===== src/rtl/wt_seq_pkg.sv =====
package wt_seq_pkg;
  localparam int WT_POS_W   = 10;
  localparam int WT_CTL_W   = 10;
  localparam int WT_ENTRIES = 32;
  localparam int WT_DEF_N   = 4;
  localparam int WT_SAT_COL = 649;

  typedef struct packed {
    logic loadRow;   // rewind to first entry, reload column
    logic apply;     // register current entry's pattern
  } wtStrobe_t;
endpackage


===== src/rtl/wt_control.sv =====
module wt_control
  import wt_seq_pkg::*;
#(
  parameter int POS_W   = WT_POS_W,
  parameter int TBL_N   = WT_ENTRIES,
  parameter int DEF_N   = WT_DEF_N,
  parameter int SAT_COL = WT_SAT_COL,
  parameter int IDX_W   = $clog2(TBL_N)
) (
  input  logic             clk,
  input  logic             rst_n,
  input  logic             cntEn,
  input  logic             rowStart,
  input  logic             freeRun,
  input  logic             useDefault,
  input  logic [POS_W-1:0] beginPos,
  input  logic [POS_W-1:0] endPos,
  input  logic [POS_W-1:0] entryPos,
  output logic [IDX_W-1:0] rdIdx,
  output logic [POS_W-1:0] colPos,
  output wtStrobe_t        strobe
);
  localparam logic [POS_W-1:0] SAT_V = POS_W'(SAT_COL);

  logic [POS_W-1:0] colQ;
  logic [IDX_W-1:0] ptrQ;
  logic             activeQ;
  logic             doneQ;
  logic [IDX_W-1:0] lastIdx;
  logic             colAdvance;

  assign lastIdx    = useDefault ? IDX_W'(DEF_N - 1) : IDX_W'(TBL_N - 1);
  assign colAdvance = freeRun || (colQ < SAT_V);

  always_comb begin
    strobe.loadRow = cntEn && rowStart;
    strobe.apply   = cntEn && !rowStart && activeQ && !doneQ && (entryPos == colQ);
  end

  always_ff @(posedge clk or negedge rst_n) begin
    if (!rst_n) begin
      colQ    <= '0;
      ptrQ    <= '0;
      activeQ <= 1'b0;
      doneQ   <= 1'b0;
    end else if (cntEn) begin
      if (rowStart) begin
        colQ    <= beginPos;
        ptrQ    <= '0;
        activeQ <= 1'b1;
        doneQ   <= 1'b0;
      end else begin
        if (strobe.apply) begin
          if (ptrQ == lastIdx) doneQ <= 1'b1;
          else                 ptrQ  <= ptrQ + IDX_W'(1);
        end
        if (activeQ && (colQ == endPos)) activeQ <= 1'b0;
        if (colAdvance) colQ <= colQ + POS_W'(1);
      end
    end
  end

  assign rdIdx  = ptrQ;
  assign colPos = colQ;

  AST_ROW_RELOAD: assert property (@(posedge clk) disable iff (!rst_n)
    (cntEn && rowStart) |=> (colQ == $past(beginPos)) && (ptrQ == '0));
  AST_COL_STEP: assert property (@(posedge clk) disable iff (!rst_n)
    (cntEn && !rowStart && (colQ < SAT_V)) |=> (colQ == $past(colQ) + POS_W'(1)));
  AST_PAUSE_HOLD: assert property (@(posedge clk) disable iff (!rst_n)
    !cntEn |=> $stable(colQ) && $stable(ptrQ));
  AST_COL_SATURATE: assert property (@(posedge clk) disable iff (!rst_n)
    (cntEn && !rowStart && !freeRun && (colQ == SAT_V)) |=> (colQ == SAT_V));
endmodule


===== src/rtl/wt_datapath.sv =====
module wt_datapath
  import wt_seq_pkg::*;
#(
  parameter int POS_W = WT_POS_W,
  parameter int CTL_W = WT_CTL_W,
  parameter int TBL_N = WT_ENTRIES,
  parameter int IDX_W = $clog2(TBL_N),
  parameter int WORD_W = POS_W + CTL_W
) (
  input  logic              clk,
  input  logic              rst_n,
  input  logic              cntEn,
  input  logic              useDefault,
  input  logic              wrEn,
  input  logic [IDX_W-1:0]  wrAddr,
  input  logic [WORD_W-1:0] wrData,
  input  logic [IDX_W-1:0]  rdIdx,
  input  wtStrobe_t         strobe,
  output logic [POS_W-1:0]  entryPos,
  output logic [CTL_W-1:0]  ctlOut
);
  logic [WORD_W-1:0] tblMem [TBL_N];
  logic [WORD_W-1:0] defWord;
  logic [WORD_W-1:0] curWord;
  logic [CTL_W-1:0]  ctlQ;

  // Fixed test waveform: four transitions across the line
  always_comb begin
    case (rdIdx[1:0])
      2'd0:    defWord = {CTL_W'(10'h001), POS_W'(10)};
      2'd1:    defWord = {CTL_W'(10'h003), POS_W'(100)};
      2'd2:    defWord = {CTL_W'(10'h006), POS_W'(300)};
      default: defWord = {CTL_W'(10'h000), POS_W'(600)};
    endcase
  end

  always_ff @(posedge clk or negedge rst_n) begin
    if (!rst_n) begin
      for (int e = 0; e < TBL_N; e++) tblMem[e] <= '0;
    end else if (wrEn && !cntEn) begin
      tblMem[wrAddr] <= wrData;
    end
  end

  assign curWord  = useDefault ? defWord : tblMem[rdIdx];
  assign entryPos = curWord[POS_W-1:0];

  always_ff @(posedge clk or negedge rst_n) begin
    if (!rst_n)            ctlQ <= '0;
    else if (strobe.apply) ctlQ <= curWord[WORD_W-1:POS_W];
  end

  assign ctlOut = ctlQ;

  AST_CTL_HOLD: assert property (@(posedge clk) disable iff (!rst_n)
    !strobe.apply |=> $stable(ctlQ));
  AST_LOAD_KEEPS_CTL: assert property (@(posedge clk) disable iff (!rst_n)
    strobe.loadRow |=> $stable(ctlQ));
endmodule


===== src/rtl/wt_col_sequencer.sv =====
module wt_col_sequencer
  import wt_seq_pkg::*;
#(
  parameter int POS_W   = WT_POS_W,
  parameter int CTL_W   = WT_CTL_W,
  parameter int TBL_N   = WT_ENTRIES,
  parameter int DEF_N   = WT_DEF_N,
  parameter int SAT_COL = WT_SAT_COL,
  localparam int IDX_W  = $clog2(TBL_N),
  localparam int WORD_W = POS_W + CTL_W
) (
  input  logic              clk,
  input  logic              rst_n,
  input  logic              cntEn,
  input  logic              rowStart,
  input  logic              freeRun,
  input  logic              useDefault,
  input  logic [POS_W-1:0]  beginPos,
  input  logic [POS_W-1:0]  endPos,
  input  logic              tblWrEn,
  input  logic [IDX_W-1:0]  tblWrAddr,
  input  logic [WORD_W-1:0] tblWrData,
  output logic [CTL_W-1:0]  ctlOut,
  output logic [POS_W-1:0]  colPos
);
  wtStrobe_t        strobe;
  logic [IDX_W-1:0] rdIdx;
  logic [POS_W-1:0] entryPos;

  wt_control #(.POS_W(POS_W), .TBL_N(TBL_N), .DEF_N(DEF_N),
               .SAT_COL(SAT_COL), .IDX_W(IDX_W)) uCtrl (
    .clk(clk), .rst_n(rst_n), .cntEn(cntEn), .rowStart(rowStart),
    .freeRun(freeRun), .useDefault(useDefault), .beginPos(beginPos),
    .endPos(endPos), .entryPos(entryPos), .rdIdx(rdIdx),
    .colPos(colPos), .strobe(strobe));

  wt_datapath #(.POS_W(POS_W), .CTL_W(CTL_W), .TBL_N(TBL_N),
                .IDX_W(IDX_W), .WORD_W(WORD_W)) uData (
    .clk(clk), .rst_n(rst_n), .cntEn(cntEn), .useDefault(useDefault),
    .wrEn(tblWrEn), .wrAddr(tblWrAddr), .wrData(tblWrData),
    .rdIdx(rdIdx), .strobe(strobe), .entryPos(entryPos), .ctlOut(ctlOut));
endmodule


===== config.mk =====
export PLATFORM = sky130hd
export DESIGN_NAME = wt_col_sequencer
export DESIGN_NICKNAME = d
export VERILOG_FILES = /design/src/rtl/wt_seq_pkg.sv /design/src/rtl/wt_control.sv /design/src/rtl/wt_datapath.sv /design/src/rtl/wt_col_sequencer.sv
export SDC_FILE = /design/constraint.sdc
export NUM_CORES = 1
export LEC_CHECK = 0
export ABC_AREA = 0
export CORE_MARGIN = 4
export CORE_UTILIZATION = 60
export DETAILED_ROUTE_END_ITERATION = 8
export PLACE_DENSITY = 0.81
export SYNTH_ARGS = -nofsm -noshare
export SYNTH_HDL_FRONTEND = slang
export SYNTH_HIERARCHICAL = 1
export SYNTH_SLANG_ARGS = --single-unit

===== constraint.sdc =====
create_clock -name clk -period 5.8 [get_ports clk]
set_input_delay 1.45 -clock clk [delete_from_list [all_inputs] [get_ports clk]]
set_output_delay 1.45 -clock clk [all_outputs]
set_load 0.01 [all_outputs]

---- After elaboration in Yosys (flattened, before gate mapping) ----
Index checks and enable logic that the tools add are counted.
Widths: inputs -> output; s select.
word-level totals
  register bits ........................... 667
  output and inout bits ................... 20
  word-level logic and storage cells ...... 90
operators by class
  add/subtract/negate cells ............... 2
  magnitude comparators ................... 4
  eq/ne operators ......................... 6
  mux-type cells .......................... 19
  bitwise gates (word level) .............. 2
  reductions and logical operators ........ 20
operators by type and width
  kind                   number
  $bwmux 640             1
  $bmux 20 s5            1
  $demux 20 s5           1
  $mux 20                4
  $pmux 13 s3            1
  $eq 10x10->1           2
  $mux 10                2
  $mux 5                 4
  $ge 6x6->1 const B     2
  $not 5->6              2
  $add 10x1->10 const B  1
  $lt 10x10->1 const B   1
  $reduce_bool 2->1      4
  $logic_and 1x1->1      7
  $lt 6x1->1 const B     1
  $reduce_and 3->1       2
  $add 5x1->5 const B    1
  $eq 5x5->1             1
  $mux 1                 5
  $reduce_and 2->1       2
  $logic_not 1->1        3
  $eq 2x1->1 const B     1
  $eq 2x2->1 const B     1
  $logic_not 2->1        1
  2 further kinds        2

---- Depth between registers and ports, before layout ----
Gate-level depths: netlist of run 1.
  depth after elaboration ................. 9
  mapped depth ............................ 17

---- By module ----
The synthesis of run 1 kept the hierarchy.
modules (own cells, without submodules)
  module       times used  cells each  area each (µm²)
  wt_datapath  1           2,030       30,131.4
  wt_control   1           151         1,377.6

---- Least setup slack after synthesis of run 1 ----
OpenSTA, ideal clock, no wires.
  kind .................................... input port to flip-flop
  start ................................... input port useDefault
  end ..................................... register uCtrl.ptrQ[2] (netlist: uCtrl/rdIdx[2])
  library setup time ...................... 69 ps
  arrival ................................. 3,775 ps
  required time ........................... 5,731 ps
  slack ................................... 1,956 ps
  stages .................................. 12
  path buffers ............................ 3
  cell sequence ........................... clkbuf_1 nor2_1 nand4b_1 o21ai_0 a2111oi_0 buf_4 xnor2_1 nand3_1 or4b_4 buf_6 or3b_1 nand3_1
on the way
  longest elaborated chain between the ends .. 5
  elaborated cells on any way between the ends .. 8
RTL lines
  element                             line                    text
  start, declared                     wt_col_sequencer.sv:17  input logic useDefault,
  $mux 20                             wt_datapath.sv:45       assign curWord = useDefault ? defWord : tblMem[rdIdx];
  named net uData.curWord[6]          wt_datapath.sv:24       logic [WORD_W-1:0] curWord;
  $eq 10x10->1                        wt_control.sv:37        strobe.apply = cntEn && !rowStart && activeQ && !doneQ && (entryPos == colQ);
  $logic_and 1x1->1                   wt_control.sv:37
  $reduce_bool 2->1 (no source line)  n/a
  $reduce_and 3->1 (no source line)   n/a
  end signal, assigned                wt_control.sv:55        else ptrQ <= ptrQ + IDX_W'(1);
  end, declared                       wt_control.sv:26        logic [IDX_W-1:0] ptrQ;
The timed path passes the listed nets, and every way through them passes these cells.
A chain may end at the register's enable or synchronous reset.

==> impl_results.md, run 1 <==
* Initial antenna violation count at 6
* CTS tree: built
* Main synth FF type: dfrtp_1
* GRT overflow at 0
* Unrepaired setup endpoints after global routing: no
* Largest family of logic cells by synthesized area: multiplexers
* Tcrit/Tclk final at 86.8%
* Io pins at 72
* Iter 0 DRT Violations at 1,916
* Status: completed
* Crit path required time at 6320 ps
* Sum of negative setup slack at 0 ps
* Gp weighted congestion at 0.943
* Core Rows at 83
* Endpoints failing hold at 0
* Leakage at 15.6 nW
* Largest net degree at the start of global routing at 147
* Post-route minimum period at 5040 ps
* Number of global-route vias before repair at 20,600
* Crit path max fanout at 35
* Mux contribution to synthesized area at 34.8%
* Clk slew on worst S/H paths at 60 ps
* Max_cap viols at 0
* DRC viols at 0
* Final Skew at 28.6 ps
* Post-DP HPWL at 51,900 um
* First-pass GRT wire length at 126,000 um
* Clk Latency, worst-skew pair at 610 ps
* Synth top cells by count: 667 x dfrtp_1, 650 x mux2_2, 136 x mux2i_1
* Non-Filler Instances at 2,906
* Clk sinks at 667
* Fin. max-slew vios at 0
* Post-Synth Adder-Cell Area at 0.278%
* Synth area leader: dfrtp_1
* Htree depth at 3
* CP peak stage delay at 860 ps
* Post CTS Setup Buffer Count at 0
* Worst Tran Pin Value at 1310 ps
* Setup WS post-layout at 764 ps
* Post-synthesis xor/xnor area fraction at 0.612%
* Number of synthesized flops with an enable pin at 0
* Place WS at 508 ps
* Dpl cells at 2,780
* Relative slew slack at 12.5%
* Hold crit path type: register to register
* First-pass DRT Iterations at 5
* Post-Synth Simple-Gate Area at 3.41%
* Cell mode on critical path: a2111oi_0
* Die span in x at 237 um
* Yosys top cell area share at 53.0%
* Netlist cell types at 71
* Avg WL per Cell at 28.1 um
* Setup violators final at 0
* Crit Path Category: register to register
* Async set-or-reset flop fraction in the synthesized netlist at 100%
* Final ANT Viol Nets at 0
* Synthesis Warnings at 6
* Final wirelength at 81,700 um
* Sequential fraction of the synthesis area at 53.0%
* Final design utilization at 67.6%
* Die footprint at 0.0562 mm^2
* Nature of the critical path startpoint: register
* Post-synthesis compound-gate area fraction at 4.01%
* Fmax at 199 MHz
* Die Y at 237 um
* Number of synthesized register bits at 667
* Post-CTS sizing at 0
* Share of cells above drive strength 1 at 42.9%
* Syn_nets at 2,240
* Port Buffers at 71
* CP max stage cell: dfrtp_4
* GRT Overall Usage at 29.0%
* CTS buffer count at 69
* Area contributors post-synth: dfrtp_1 53%, mux2_2 23%, mux4_2 6.8%
* Critical Path AT at 5560 ps
* Area Overhead vs Synth at 10.7%
* Max VDD drop at 0.358 mV
* Critical-path cell list: buf_12, mux4_1, nor2b_1, a2111oi_0, a2111oi_0, xnor2_1, nand3_1, nor3_1, inv_1, nor2_1, o221ai_1, o2bb2ai_1
* Hold WS at 471 ps
* Element type at the critical path end: register
* Most common cell in the netlist: dfrtp_1
* Syn Inst Count at 2,181
* CTS max path bufs at 3
* Hold buffers post-CTS at 0
* Via density per instance at 6.71
* Syn avg cell area at 14.4 um^2
* Initial core utilization at 61.0%
* Cell area after synthesis at 0.0315 mm^2
* Clock Root Buffer: clkbuf_16
* Final #Nets at 2,230
* Routed vias at 19,500
* Core Area at 0.0516 mm^2
* Pwr dens at 331 mW/mm^2
==> sequential cells by signal (all words and copies together), names as in the netlist <==
signal / cells
uCtrl/doneQ: 1
uCtrl/colPos: 10
uCtrl/activeQ: 1
uData/ctlOut: 10
uCtrl/rdIdx: 5
uData/tblMem: 640
==> worst paths after layout <==
| kind | from | end | slack [ps] | depth (start not counted) |
|---|---|---|---|---|
| worst max register to register | uCtrl/rdIdx[0]$_DFFE_PN0P_ | uData/ctlOut[4]$_DFFE_PN0P_ | 760 | 12 |
| worst min register to register | uCtrl/doneQ$_DFFE_PN0P_ | uCtrl/doneQ$_DFFE_PN0P_ | 470 | 1 |
| max in group asynchronous | rst_n | uData/tblMem[512]$_DFFE_PN0P_ | 3600 | 2 |
| min in group asynchronous | rst_n | uData/tblMem[247]$_DFFE_PN0P_ | 860 | 1 |
| worst min-delay path | uCtrl/doneQ$_DFFE_PN0P_ | uCtrl/doneQ$_DFFE_PN0P_ | 470 | 1 |
| worst max-delay path | uCtrl/rdIdx[0]$_DFFE_PN0P_ | uData/ctlOut[4]$_DFFE_PN0P_ | 760 | 12 |
==> metrics by stage <==
| step | instance area [um^2] | power [mW] |
|---|---|---|
| 2_1_floorplan | 31500 | 6.54 |
| 3_3_place_gp | 32500 | 6.93 |
| 3_5_place_dp | 32500 | 7.05 |
| 4_1_cts | 34900 | 11.6 |
| 5_1_grt | 34900 | 12.0 |
| 6_report | 34900 | 11.6 |
==> critical path: cells and delay by family, from the launching register on <==
| family | cells | cell delay (ps) |
|---|---|---|
| simple gates | 4 | 1410 |
| compound gates | 4 | 1160 |
| flops | 1 | 860 |
| buf+inv | 2 | 690 |
| mux | 1 | 590 |
| xor+xnor | 1 | 180 |
==> power breakdown <==
part           internal, mW  switching [mW]
Combinational         0.774           0.582
Clock                  2.74            1.82
Sequential             5.26           0.376
==> area by class of cell <==
class                           count  area [um^2]
Timing Repair Buffer              132         1270
Antenna cell                        1         2.50
Inverter                           10         37.5
Clock inverter                     22          268
Tap cell                          680          851
Clock buffer                      103         2100
Multi-Input combinational cell   1291        13600
Fill cell                        3452        16700
Sequential cell                   667        16700
==> kinds of logic after synthesis <==
family / after synthesis
adder cells (fa/ha/maj): 7
multiplexers: 887
flip-flops: 667
AND/OR/NAND/NOR: 216
buffers and inverters: 223
XOR/XNOR: 22
AO/OA/AOI/OAI: 159
==> layout by cell type (no fill, tap or decap), types with 5 or more instances in the layout <==
| cell type | n |
|---|---|
| a21oi_1 | 14 |
| a221oi_1 | 19 |
| a22o_1 | 13 |
| a22oi_1 | 25 |
| and3_1 | 8 |
| buf_12 | 8 |
| buf_4 | 53 |
| bufinv_16 | 5 |
| clkbuf_1 | 13 |
| clkbuf_16 | 72 |
| clkbuf_8 | 18 |
| clkdlybuf4s50_1 | 70 |
| clkinv_2 | 10 |
| dfrtp_1 | 663 |
| ha_1 | 7 |
| inv_1 | 8 |
| mux2_2 | 650 |
| mux2i_1 | 136 |
| mux4_1 | 6 |
| mux4_2 | 95 |
| nand2_1 | 70 |
| nand2b_1 | 9 |
| nand3_1 | 15 |
| nand3b_1 | 6 |
| nand4_1 | 5 |
| nor2_1 | 31 |
| nor2_2 | 18 |
| nor2b_1 | 12 |
| nor3_1 | 13 |
| nor3b_1 | 5 |
| o21ai_0 | 10 |
| o21ai_1 | 7 |
| o221ai_1 | 24 |
| o22ai_1 | 5 |
| o2bb2ai_1 | 11 |
| xnor2_1 | 16 |
| xor2_1 | 6 |
==> metal layers <==
layer / vias up / track usage (%) / wire (um) / share of wire (%)
li1: 8034 / - / - / -
met1: 10400 / 39.8 / 33400 / 41
met2: 825 / 45.9 / 38700 / 47
met3: 202 / 7.07 / 6660 / 8.1
met4: 10 / 10.6 / 2850 / 3.5
met5: - / 0 / 58 / 0.071
No activity file was read; power rests on OpenSTA's default activity.
==> run 2: changes to the inputs <==
- SYNTH_HIERARCHICAL: 1 -> unset
==> impl_results.md, run 2 <==
* Final #Nets at 2,109 (was 2,230)
* Register Area at 0.0167 mm^2 (about the same)
* Area Overhead vs Synth at 11.7% (was 10.7%)
* Routed vias at 18,500 (was 19,500)
* Largest net degree at the start of global routing at 146 (was 147)
* Fmax at 215 MHz (was 199 MHz)
* Clk Latency, worst-skew pair at 600 ps (was 610 ps)
* CTS max path bufs at 3 (unchanged)
* Clock Root Buffer: clkbuf_16 (unchanged)
* Number of synthesized register bits at 667 (unchanged)
* Post-DP HPWL at 48,100 um (was 51,900 um)
* Sum of negative setup slack at 0 ps (unchanged)
* Endpoints failing hold at 0 (unchanged)
* Most frequent cells in the layout: 664 x dfrtp_1, 656 x mux2_2, 171 x mux4_2 (was 663 x dfrtp_1, 650 x mux2_2, 136 x mux2i_1)
* CTS tree: built (unchanged)
* Clk slew on worst S/H paths at 60 ps (about the same)
* Share of cells above drive strength 1 at 48.5% (was 42.9%)
* Met2 wire length at 38,400 um (was 38,700 um)
* Iter 0 DRT Violations at 1,478 (was 1,916)
* Async set-or-reset flop fraction in the synthesized netlist at 100% (unchanged)
* Sequential fraction of the synthesis area at 53.6% (was 53.0%)
* Max VDD drop at 0.302 mV (was 0.358 mV)
* Post-route minimum period at 4640 ps (was 5040 ps)
* Htree depth at 3 (unchanged)
* Number of synthesized flops with an enable pin at 0 (unchanged)
* Syn_nets at 2,103 (was 2,240)
* Hold buffers post-CTS at 0 (unchanged)
* Most common cell in the netlist: dfrtp_1 (unchanged)
* Critical-path cell list: inv_1, ha_1, nor3_1, o211ai_1, o41ai_1, nand3_1, a2111oi_2, nand4b_4, nor3_4, mux2_1 (was buf_12, mux4_1, nor2b_1, a2111oi_0, a2111oi_0, xnor2_1, nand3_1, nor3_1, inv_1, nor2_1, o221ai_1, o2bb2ai_1)
* Synthesis Warnings at 0 (was 6)
* Unrepaired setup endpoints after global routing: no (unchanged)
* Relative slew slack at 15.1% (was 12.5%)
* Fillcell total at 3,459 (was 3,452)
* Nature of the critical path startpoint: register (unchanged)
* Yosys top cell area share at 53.6% (was 53.0%)
* DR WL met3 at 4810 um (was 6660 um)
* Max_cap viols at 0 (unchanged)
* Largest Register: uData.tblMem (was uData/tblMem)
* Final design utilization at 67.7% (was 67.6%)
* Commonest non-fill, non-tap cell in the layout: dfrtp_1 (unchanged)
* Die span in x at 236 um (was 237 um)
* Core Rows at 83 (unchanged)
* Setup WS post-layout at 1160 ps (was 764 ps)
* Element type at the critical path end: register (unchanged)
* Hold crit path type: register to register (unchanged)
* Final wirelength at 77,800 um (was 81,700 um)
* Die footprint at 0.0556 mm^2 (was 0.0562 mm^2)
* Avg WL per Cell at 28.0 um (was 28.1 um)
* Number of global-route vias before repair at 20,000 (was 20,600)
* Crit path max fanout at 56 (was 35)
* GRT Overall Usage at 28.3% (was 29.0%)
* Place WS at 1010 ps (was 508 ps)
* Worst Tran Pin Value at 1270 ps (was 1310 ps)
* Met1 wire length at 31,700 um (was 33,400 um)
* Io pins at 72 (unchanged)
* Die Y at 236 um (was 237 um)
* Leakage at 15.8 nW (was 15.6 nW)
* Port Buffers at 71 (unchanged)
* Netlist cell types at 65 (was 71)
* Synth area leader: dfrtp_1 (unchanged)
* Max layer used: met5 (unchanged)
* Syn avg cell area at 15.2 um^2 (was 14.4 um^2)
* Multi-input gate area at 0.0137 mm^2 (was 0.0136 mm^2)
* CP peak stage delay at 1080 ps (was 860 ps)
* Pwr dens at 357 mW/mm^2 (was 331 mW/mm^2)
* Synth top cells by count: 667 x dfrtp_1, 656 x mux2_2, 171 x mux4_2 (was 667 x dfrtp_1, 650 x mux2_2, 136 x mux2i_1)
* Via density per instance at 6.66 (was 6.71)
* Gp weighted congestion at 0.912 (was 0.943)
* First-pass GRT wire length at 121,000 um (was 126,000 um)
* Area contributors post-synth: dfrtp_1 54%, mux2_2 24%, mux4_2 12% (was dfrtp_1 53%, mux2_2 23%, mux4_2 6.8%)
* Status: completed (unchanged)
* Syn Inst Count at 2,044 (was 2,181)
* Final Skew at 14.6 ps (was 28.6 ps)
* Cell area after synthesis at 0.0311 mm^2 (was 0.0315 mm^2)
* Initial antenna violation count at 3 (was 6)
* Tcrit/Tclk final at 80.0% (was 86.8%)
* Main synth FF type: dfrtp_1 (unchanged)
* CP max stage cell: dfrtp_4 (unchanged)
* Critical Path AT at 5110 ps (was 5560 ps)
* Final ANT Viol Nets at 0 (unchanged)
* First-pass DRT Iterations at 5 (unchanged)
* Clk sinks at 667 (unchanged)
* DRC viols at 0 (unchanged)
* CTS buffer count at 68 (was 69)
* GRT overflow at 0 (unchanged)
* Post-CTS sizing at 0 (unchanged)
* Core Area at 0.0514 mm^2 (was 0.0516 mm^2)
* Crit path required time at 6270 ps (was 6320 ps)
* Max reg flops at 640 (unchanged)
* Post CTS Setup Buffer Count at 0 (unchanged)
* Initial core utilization at 60.6% (was 61.0%)
* Fin. max-slew vios at 0 (unchanged)
* Setup violators final at 0 (unchanged)
* Crit Path Category: register to register (unchanged)
run 2: cell count changes after synthesis, moves of 8 or more:
| cell | previous run | this run |
|---|---|---|
| buf_6 | 25 | 3 |
| a22oi_1 | 25 | 16 |
| o221ai_1 | 24 | 1 |
| o2bb2ai_1 | 11 | 0 |
| mux4_2 | 95 | 171 |
| buf_2 | 37 | 18 |
| clkbuf_1 | 118 | 139 |
| buf_1 | 9 | 26 |
| a221oi_1 | 19 | 3 |
| buf_4 | 17 | 7 |
| mux2i_1 | 136 | 41 |
| nand2_1 | 70 | 38 |
| a22o_1 | 13 | 5 |
run 2: where the power goes:
| part | switching [mW] | internal (mW) |
|---|---|---|
| registers | 0.421 | 5.27 |
| logic | 1.03 | 1.25 |
| clock network | 1.82 | 2.64 |
run 2: worst paths after layout:
check | start | to | slack (ps) | depth (start not counted)
setup reg to reg | uCtrl.rdIdx[1]$_DFFE_PN0P_ | uData.ctlOut[8]$_DFFE_PN0P_ | 1160 | 10
setup / recovery | uCtrl.rdIdx[1]$_DFFE_PN0P_ | uData.ctlOut[8]$_DFFE_PN0P_ | 1160 | 10
min in group asynchronous | rst_n | uData.tblMem[544]$_DFFE_PN0P_ | 910 | 1
hold reg to reg | uData.tblMem[584]$_DFFE_PN0P_ | uData.tblMem[584]$_DFFE_PN0P_ | 500 | 1
max in group asynchronous | rst_n | uCtrl.colPos[6]$_DFFE_PN0P_ | 3580 | 2
hold / removal | uData.tblMem[584]$_DFFE_PN0P_ | uData.tblMem[584]$_DFFE_PN0P_ | 500 | 1
run 2: area by class of cell:
cell class | instances | area share (%)
clock buffer | 107 | 6.07
antenna | 2 | 0.0144
inverter | 11 | 0.119
clock inverter | 15 | 0.460
sequential | 667 | 48.0
tap | 680 | 2.45
multi-input combinational | 1173 | 39.3
timing repair buffer | 129 | 3.63
run 2: critical path: cells and delay by family, from the launching register on:
kind	cells	cell delay, ps
buffers and inverters	1	210
flip-flops	1	1080
AO/OA/AOI/OAI	3	980
adder cells (fa/ha/maj)	1	460
AND/OR/NAND/NOR	4	1370
multiplexers	1	400
run 2: metrics by stage:
stage | instances | power [mW] | area, um^2 | hold WS [ps]
after floorplan | 2044 | 7.28 | 31100 | 462
after global placement | 2660 | 7.91 | 32500 | 481
after detailed placement | 2660 | 8.04 | 32500 | 489
after CTS | 2782 | 12.5 | 34800 | 502
after global routing | 2783 | 12.9 | 34800 | 511
final | 2784 | 12.4 | 34800 | 500
run 2: logic make-up (layout without fill, tap and decap cells):
family / after synthesis / count (layout) / share of synthesized area [%]
buf+inv: 204 / 262 / 2.69
fa+ha+maj: 7 / 7 / 0.281
flops: 667 / 667 / 53.6
other cells: 0 / 2 / 0
mux: 875 / 875 / 37.7
xor+xnor: 24 / 24 / 0.675
compound gates: 101 / 101 / 2.37
simple gates: 166 / 166 / 2.75
run 2: metal layers:
metal | GRT usage, % | up-vias
li1 | - | 7604
met1 | 38.9 | 10000
met2 | 46.0 | 693
met3 | 5.18 | 199
met4 | 10.1 | 2
met5 | 0 | -
